<file path="src/rtl/fpstk_pkg.sv">
package fpstk_pkg;
  typedef enum logic [2:0] {
    CMD_NOP   = 3'd0,
    CMD_PUSH  = 3'd1,
    CMD_POP   = 3'd2,
    CMD_WRITE = 3'd3,
    CMD_XCHG  = 3'd4
  } cmd_e;
endpackage

</file>
<file path="src/rtl/fpstk_addr.sv">
module fpstk_addr #(
  parameter int unsigned PW = 3,
  parameter int unsigned N  = 3
) (
  input  logic [PW-1:0]         top_i,
  input  logic [N-1:0][PW-1:0]  off_i,
  output logic [N-1:0][PW-1:0]  phys_o
);
  for (genvar k = 0; k < N; k++) begin : g_map
    assign phys_o[k] = top_i + off_i[k]; // wraps mod 2**PW
  end
endmodule

</file>
<file path="src/rtl/fpstk_regs.sv">
module fpstk_regs #(
  parameter int unsigned DEPTH = 8,
  parameter int unsigned W     = 80,
  localparam int unsigned PW   = $clog2(DEPTH)
) (
  input  logic                        clk_i,
  input  logic                        rst_ni,
  input  logic                        we_a_i,
  input  logic [PW-1:0]               idx_a_i,
  input  logic [W-1:0]                din_a_i,
  input  logic                        tin_a_i,
  input  logic                        we_b_i,
  input  logic [PW-1:0]               idx_b_i,
  input  logic [W-1:0]                din_b_i,
  input  logic                        tin_b_i,
  input  logic                        clr_i,
  input  logic [PW-1:0]               clr_idx_i,
  output logic [DEPTH-1:0][W-1:0]     data_o,
  output logic [DEPTH-1:0]            tag_o
);
  for (genvar e = 0; e < DEPTH; e++) begin : g_ent
    // order matters: clear after writes so write+pop leaves the entry empty
    always_ff @(posedge clk_i or negedge rst_ni) begin
      if (!rst_ni) begin
        data_o[e] <= '0;
        tag_o[e]  <= 1'b0;
      end else begin
        if (we_a_i && idx_a_i == PW'(e)) begin
          data_o[e] <= din_a_i;
          tag_o[e]  <= tin_a_i;
        end
        if (we_b_i && idx_b_i == PW'(e)) begin
          data_o[e] <= din_b_i;
          tag_o[e]  <= tin_b_i;
        end
        if (clr_i && clr_idx_i == PW'(e)) tag_o[e] <= 1'b0;
      end
    end
  end

  p_popped_empty_r8: assert property (@(posedge clk_i) disable iff (!rst_ni)
    clr_i |=> !tag_o[$past(clr_idx_i)]);
endmodule

</file>
<file path="src/rtl/fpstk_ctrl.sv">
module fpstk_ctrl
  import fpstk_pkg::*;
#(
  parameter int unsigned DEPTH = 8,
  parameter int unsigned W     = 80,
  localparam int unsigned PW   = $clog2(DEPTH)
) (
  input  logic                     clk_i,
  input  logic                     rst_ni,
  input  logic [2:0]               cmd_i,
  input  logic                     dir_i,
  input  logic                     wr_pop_i,
  input  logic [W-1:0]             data_i,
  input  logic                     rd_a_en_i,
  input  logic                     rd_b_en_i,
  input  logic [PW-1:0]            p_sel_i,
  input  logic [PW-1:0]            p_rd_i,
  input  logic [PW-1:0]            p_dn_i,
  input  logic [DEPTH-1:0][W-1:0]  data_q_i,
  input  logic [DEPTH-1:0]         tag_q_i,
  output logic [PW-1:0]            top_o,
  output logic                     we_a_o,
  output logic [PW-1:0]            idx_a_o,
  output logic [W-1:0]             din_a_o,
  output logic                     tin_a_o,
  output logic                     we_b_o,
  output logic [PW-1:0]            idx_b_o,
  output logic [W-1:0]             din_b_o,
  output logic                     tin_b_o,
  output logic                     clr_o,
  output logic [PW-1:0]            clr_idx_o,
  output logic                     ovf_o,
  output logic                     uf_o
);
  logic [PW-1:0] top_q, top_d;
  logic          ovf_d, uf_d, t0, ts, tr, tdn;

  assign t0  = tag_q_i[top_q];
  assign ts  = tag_q_i[p_sel_i];
  assign tr  = tag_q_i[p_rd_i];
  assign tdn = tag_q_i[p_dn_i];

  always_comb begin
    top_d     = top_q;
    we_a_o    = 1'b0;
    idx_a_o   = top_q;
    din_a_o   = data_i;
    tin_a_o   = 1'b1;
    we_b_o    = 1'b0;
    idx_b_o   = p_sel_i;
    din_b_o   = data_q_i[top_q];
    tin_b_o   = t0;
    clr_o     = 1'b0;
    clr_idx_o = top_q;
    ovf_d     = 1'b0;
    uf_d      = (rd_a_en_i && !t0) || (rd_b_en_i && !tr);
    unique case (cmd_i)
      CMD_PUSH: begin
        if (tdn) ovf_d = 1'b1;
        else begin
          we_a_o  = 1'b1;
          idx_a_o = p_dn_i;
          top_d   = p_dn_i;
        end
      end
      CMD_POP: begin
        if (!t0) uf_d = 1'b1;
        else begin
          clr_o = 1'b1;
          top_d = top_q + PW'(1);
        end
      end
      CMD_WRITE: begin
        we_a_o  = 1'b1;
        idx_a_o = dir_i ? p_sel_i : top_q;
        if (wr_pop_i) begin
          clr_o = 1'b1;
          top_d = top_q + PW'(1);
        end
      end
      CMD_XCHG: begin
        we_a_o  = 1'b1;
        din_a_o = data_q_i[p_sel_i];
        tin_a_o = ts;
        we_b_o  = 1'b1;
        if (!t0 || !ts) uf_d = 1'b1;
      end
      default: ;
    endcase
  end

  always_ff @(posedge clk_i or negedge rst_ni) begin
    if (!rst_ni) begin
      top_q <= '0;
      ovf_o <= 1'b0;
      uf_o  <= 1'b0;
    end else begin
      top_q <= top_d;
      ovf_o <= ovf_d;
      uf_o  <= uf_d;
    end
  end

  assign top_o = top_q;

  p_push_top_r2: assert property (@(posedge clk_i) disable iff (!rst_ni)
    (cmd_i == CMD_PUSH && !tdn) |=> top_q == $past(top_q) - PW'(1));
  p_ovf_hold_r3: assert property (@(posedge clk_i) disable iff (!rst_ni)
    (cmd_i == CMD_PUSH && tdn) |=> (ovf_o && $stable(top_q)));
  p_pop_top_r4: assert property (@(posedge clk_i) disable iff (!rst_ni)
    (cmd_i == CMD_POP && t0) |=> top_q == $past(top_q) + PW'(1));
  p_uf_pop_r5: assert property (@(posedge clk_i) disable iff (!rst_ni)
    (cmd_i == CMD_POP && !t0) |=> (uf_o && $stable(top_q)));
  p_xchg_top_r9: assert property (@(posedge clk_i) disable iff (!rst_ni)
    (cmd_i == CMD_XCHG) |=> $stable(top_q));
  p_quiet_r10: assert property (@(posedge clk_i) disable iff (!rst_ni)
    (cmd_i == CMD_NOP && !rd_a_en_i && !rd_b_en_i) |=> (!ovf_o && !uf_o));
endmodule

</file>
<file path="src/rtl/fp_reg_stack.sv">
module fp_reg_stack #(
  parameter int unsigned DEPTH = 8,
  parameter int unsigned W     = 80,
  localparam int unsigned PW   = $clog2(DEPTH)
) (
  input  logic          clk_i,
  input  logic          rst_ni,
  input  logic [2:0]    cmd_i,
  input  logic [PW-1:0] sel_i,
  input  logic          dir_i,
  input  logic          wr_pop_i,
  input  logic [W-1:0]  data_i,
  input  logic [PW-1:0] rd_sel_i,
  input  logic          rd_a_en_i,
  input  logic          rd_b_en_i,
  output logic [W-1:0]  rd_a_o,
  output logic [W-1:0]  rd_b_o,
  output logic [PW-1:0] top_o,
  output logic          overflow_o,
  output logic          underflow_o
);
  localparam int unsigned NMAP = 3;

  logic [DEPTH-1:0][W-1:0] data_q;
  logic [DEPTH-1:0]        tag_q;
  logic [NMAP-1:0][PW-1:0] offs, phys;
  logic                    we_a, we_b, tin_a, tin_b, clr;
  logic [PW-1:0]           idx_a, idx_b, clr_idx, top;
  logic [W-1:0]            din_a, din_b;

  // offsets: [0] write/exchange target, [1] second read, [2] push slot (top-1)
  assign offs = {PW'(DEPTH-1), rd_sel_i, sel_i};

  fpstk_addr #(.PW(PW), .N(NMAP)) u_addr (
    .top_i(top), .off_i(offs), .phys_o(phys)
  );

  fpstk_ctrl #(.DEPTH(DEPTH), .W(W)) u_ctrl (
    .clk_i, .rst_ni, .cmd_i, .dir_i, .wr_pop_i, .data_i, .rd_a_en_i, .rd_b_en_i,
    .p_sel_i(phys[0]), .p_rd_i(phys[1]), .p_dn_i(phys[2]),
    .data_q_i(data_q), .tag_q_i(tag_q), .top_o(top),
    .we_a_o(we_a), .idx_a_o(idx_a), .din_a_o(din_a), .tin_a_o(tin_a),
    .we_b_o(we_b), .idx_b_o(idx_b), .din_b_o(din_b), .tin_b_o(tin_b),
    .clr_o(clr), .clr_idx_o(clr_idx), .ovf_o(overflow_o), .uf_o(underflow_o)
  );

  fpstk_regs #(.DEPTH(DEPTH), .W(W)) u_regs (
    .clk_i, .rst_ni,
    .we_a_i(we_a), .idx_a_i(idx_a), .din_a_i(din_a), .tin_a_i(tin_a),
    .we_b_i(we_b), .idx_b_i(idx_b), .din_b_i(din_b), .tin_b_i(tin_b),
    .clr_i(clr), .clr_idx_i(clr_idx), .data_o(data_q), .tag_o(tag_q)
  );

  assign rd_a_o = data_q[top];
  assign rd_b_o = data_q[phys[1]];
  assign top_o  = top;
endmodule

</file>
<file path="config.mk">
export PLATFORM = sky130hd
export DESIGN_NAME = fp_reg_stack
export DESIGN_NICKNAME = d
export VERILOG_FILES = /design/src/rtl/fpstk_pkg.sv /design/src/rtl/fpstk_addr.sv /design/src/rtl/fpstk_regs.sv /design/src/rtl/fpstk_ctrl.sv /design/src/rtl/fp_reg_stack.sv
export SDC_FILE = /design/constraint.sdc
export NUM_CORES = 2
export LEC_CHECK = 0
export ABC_AREA = 1
export BUFFER_PORTS_ARGS = -buffer_cell sky130_fd_sc_hd__buf_2
export CAP_MARGIN = 20
export CORE_AREA = 10 10 456 458
export CTS_CLUSTER_DIAMETER = 60
export DETAILED_ROUTE_END_ITERATION = 7
export DIE_AREA = 0 0 466 468
export GPL_ROUTABILITY_DRIVEN = 0
export HOLD_SLACK_MARGIN = 0.05
export MAX_ROUTING_LAYER = met4
export PLACE_DENSITY = 0.43
export SLEW_MARGIN = 5
export SYNTH_ARGS = -nofsm -noshare
export SYNTH_HDL_FRONTEND = slang
export SYNTH_HIERARCHICAL = 1
export SYNTH_SLANG_ARGS = --single-unit
export TNS_END_PERCENT = 30
</file>
<file path="constraint.sdc">
create_clock -name clk_i -period 3.2 [get_ports clk_i]
set_clock_uncertainty 0.05 [all_clocks]
set_input_delay 0.64 -clock clk_i [delete_from_list [all_inputs] [get_ports clk_i]]
set_output_delay 0.64 -clock clk_i [all_outputs]
set_load 0.005 [all_outputs]
</file>
==> results.toml <==
[synthesis]
synth-main-ff-cell = "dfrtp_1"
synth_top_area_cell = "nand2_1"
synth_edf_count = 0
synthTopCellsByCount = "nand2_1 (4,986), nand3_1 (1,339), inv_1 (1,104)"
yosys_register_bits = 653
syn_avg_cell_area_sq_um = 5.636
ys_async_sr_fraction_pct = 100.0
syn_inst = 10520
synth_area_leaders = "nand2_1 (32%), dfrtp_1 (28%), nand3_1 (11%), inv_1 (7.0%), o21ai_0 (5.5%)"
yosysSeqAreaShare_pct = 27.55
yosys_warnings = 6
synth.most_common_cell = "nand2_1"
synth_top_area_share_pct = 31.55
synth.distinct_cells = 31
synth_area_sq_um = 59310

[setup_path]
critical-path-max-stage-delay_ns = 0.53
crit_buf_inv = 8
cp-start-kind = "flop"
worstPathArrival_ns = 3.09
worstReg2RegStart = "u_ctrl/clr_idx_o[0]$_DFFE_PN0P_"
critical_path_class = "flop to output port"
critPathLaunch = "u_ctrl/clr_idx_o[0]$_DFFE_PN0P_"
cp_common_cell = "nand2_1"
crit_cells = 14
crit_chain = "buf_8 -> ha_4 -> inv_2 -> fa_1 -> clkinv_4 -> inv_12 -> buf_16 -> buf_12 -> buf_12 -> nand3_2 -> nand2_1 -> nand2_1 -> nand2_1 -> buf_2"
reg2reg_setup_slack_ns = -0.15
path_delay_family = "buffers and inverters"
r2r_cells = 20
critical_path.endpoint_type = "output port"
critPathRequiredTime_ns = 2.51
cpMaxStageDelayCell = "fa_1"
cp_max_fo = 7

[floorplan]
dieHeight_um = 468
io_pins = 260
coreArea_sq_um = 198800
die-area_sq_um = 218100
die_w_um = 466
floorplan.rows = 164
initial_core_util_pct = 29.83

[global_routing]
antenna_found_initial = 10
grtUsageTotal_pct = 30.60
grt_pass1_vias = 69460
grt_pass1_wl_um = 489600
grt_max_degree = 106
grt-ovfl-total = 0

[run]
drv_cap = 0

[cts]
cts_max_level = 3
clock-sinks = 653
cts_root_buf = "clkbuf_16"
cts_made_buffers = 113
path_clk_slew_ns = 0.05
cts_tree = "done"
clock_latency_ns = 0.75
clk_path_buf_depth = 3

[pwr]
peakVddDrop_mv = 0.8829
p_total_uw = 100800
p_leak_uw = 0.04143
p_per_area_nw_per_um2 = 1295

[sta]
rsz0062_at_grt = "yes"
clock.fmax_mhz = 264.2
finalCritPeriodShare_pct = 118.3
maxSlewViolCount = 0
hold_violations = 0
slew_headroom_pct = 48.82
worstMarginPinSlew_ns = 0.7676
period_needed_ns = 3.785
layout_setup_ws_ns = -0.5850
setup_viol = 692

[routing]
ant_nets = 0
detail_route.vias_per_cell = 5.479
wire_per_inst_um = 25.28
drt_first_pass_iters = 7
drc_errors = 0
finalWirelength_um = 344400
first_iter_violations = 9248
vias = 74650

[final_layout]
drive_gt1_share_pct = 14.71
final_util_pct = 39.14
synthToLayoutAreaGrowth_pct = 31.20
nets = 10970

[status]
status = "finished with violations"
violations = "setup timing"

[worst_hold_path]
hold_depth = 3
hold_path.class = "input pin to flop"
worstHoldStart = "rd_b_en_i"

[place]
port_buffers = 259
dpl.hpwl_um = 205200
[worst min-delay path, cell delays in order]
cell      delay [ns]
buf_2           0.18
o211ai_1        0.11
o21ai_1         0.11
[cell type report]
type                            count  area [sq um]
Fill cell                       21250        121000
Antenna cell                        8         20.02
Clock inverter                     60         808.3
Sequential cell                   653         16350
Timing Repair Buffer             1010         13580
Clock buffer                      150          3149
Multi-Input combinational cell   7959         36140
Inverter                         1128          4437
Tap cell                         2656          3323
[where the power goes]
part | internal (uW) | leakage (uW) | switching (uW) | total, uW
Sequential | 12100 | 0.00827 | 4620 | 16700
Clock | 8130 | 0.00190 | 5020 | 13200
Combinational | 27000 | 0.0312 | 43900 | 70900
Total | 47200 | 0.0414 | 53600 | 101000
[state kept, by name, indices dropped and copies added (netlist names)]
| name | count |
|---|---|
| u_ctrl/uf_o | 1 |
| u_ctrl/ovf_o | 1 |
| u_regs/tag_o | 8 |
| u_ctrl/clr_idx_o | 3 |
| u_regs/data_o | 640 |
[routing by layer]
metal / track usage, % / part of all wire (%)
met2: 46.38 / 44
met3: 4.698 / 9.0
met1: 40.03 / 42
met5: - / 0
met4: 13.95 / 5.5
[through the flow]
stage               hold WS (ns)  cells  instance area, sq um  setup WS, ns  setup TNS (ns)
CTS                       0.2902  13580                 76100       -0.6171          -76.16
detailed placement        0.4383  13240                 68070       -0.1392          -28.00
global placement          0.4432  13240                 68070       -0.1373          -19.54
floorplan                 0.2944  10530                 59330       0.01294               0
finish                    0.3255  13620                 77820       -0.5850          -81.84
global route              0.3060  13620                 77810       -0.6559         -181.17
[timing repair]
item / CTS / global route
cloned: 69 / 18
hold endpoints to repair: 25 / 0
gates resized for setup: 353 / 259
setup buffers: 59 / 23
pin swaps: 166 / 198
setup endpoints to repair: 603 / 809
hold buffers: 1 / 0
[path summary, 6_finish.rpt]
path | to
setup reg to reg | u_regs/data_o[442]$_DFFE_PN0P_
hold reg to reg | u_regs/data_o[413]$_DFFE_PN0P_
max in group asynchronous | u_regs/data_o[438]$_DFFE_PN0P_
hold / removal | u_ctrl/uf_o$_DFF_PN0_
min in group asynchronous | u_regs/data_o[475]$_DFFE_PN0P_
setup / recovery | rd_b_o[48]
[cells by family after synthesis]
family,Yosys count,share of synthesized area (%)
AO/OA/AOI/OAI,1402,13.72
XOR/XNOR,1,0.01477
adder cells (fa/ha/maj),7,0.1856
buffers and inverters,1915,14.19
flip-flops,653,27.55
other,1,0.006322
AND/OR/NAND/NOR,6545,44.34
[cell usage in the layout (no fill, tap or decap), types with 9 or more instances in the layout]
master      instances
a21oi_1           329
a31oi_1            80
buf_12            309
buf_16             79
buf_2             216
buf_4             292
buf_6              69
buf_8               9
bufbuf_16          20
bufinv_16          15
clkbuf_1           21
clkbuf_16         130
clkbuf_8           14
clkinv_2           16
clkinvlp_4         13
dfrtp_1           650
inv_1            1082
inv_2              15
inv_4              15
inv_6              10
nand2_1          4808
nand2_2           142
nand2_4            32
nand3_1          1207
nand3_2           110
nand3_4            22
nor2_1            202
o211ai_1          282
o211ai_2           40
o21ai_0           650
o21ai_1            15
Note: power is estimated with default switching activity, not from simulation.
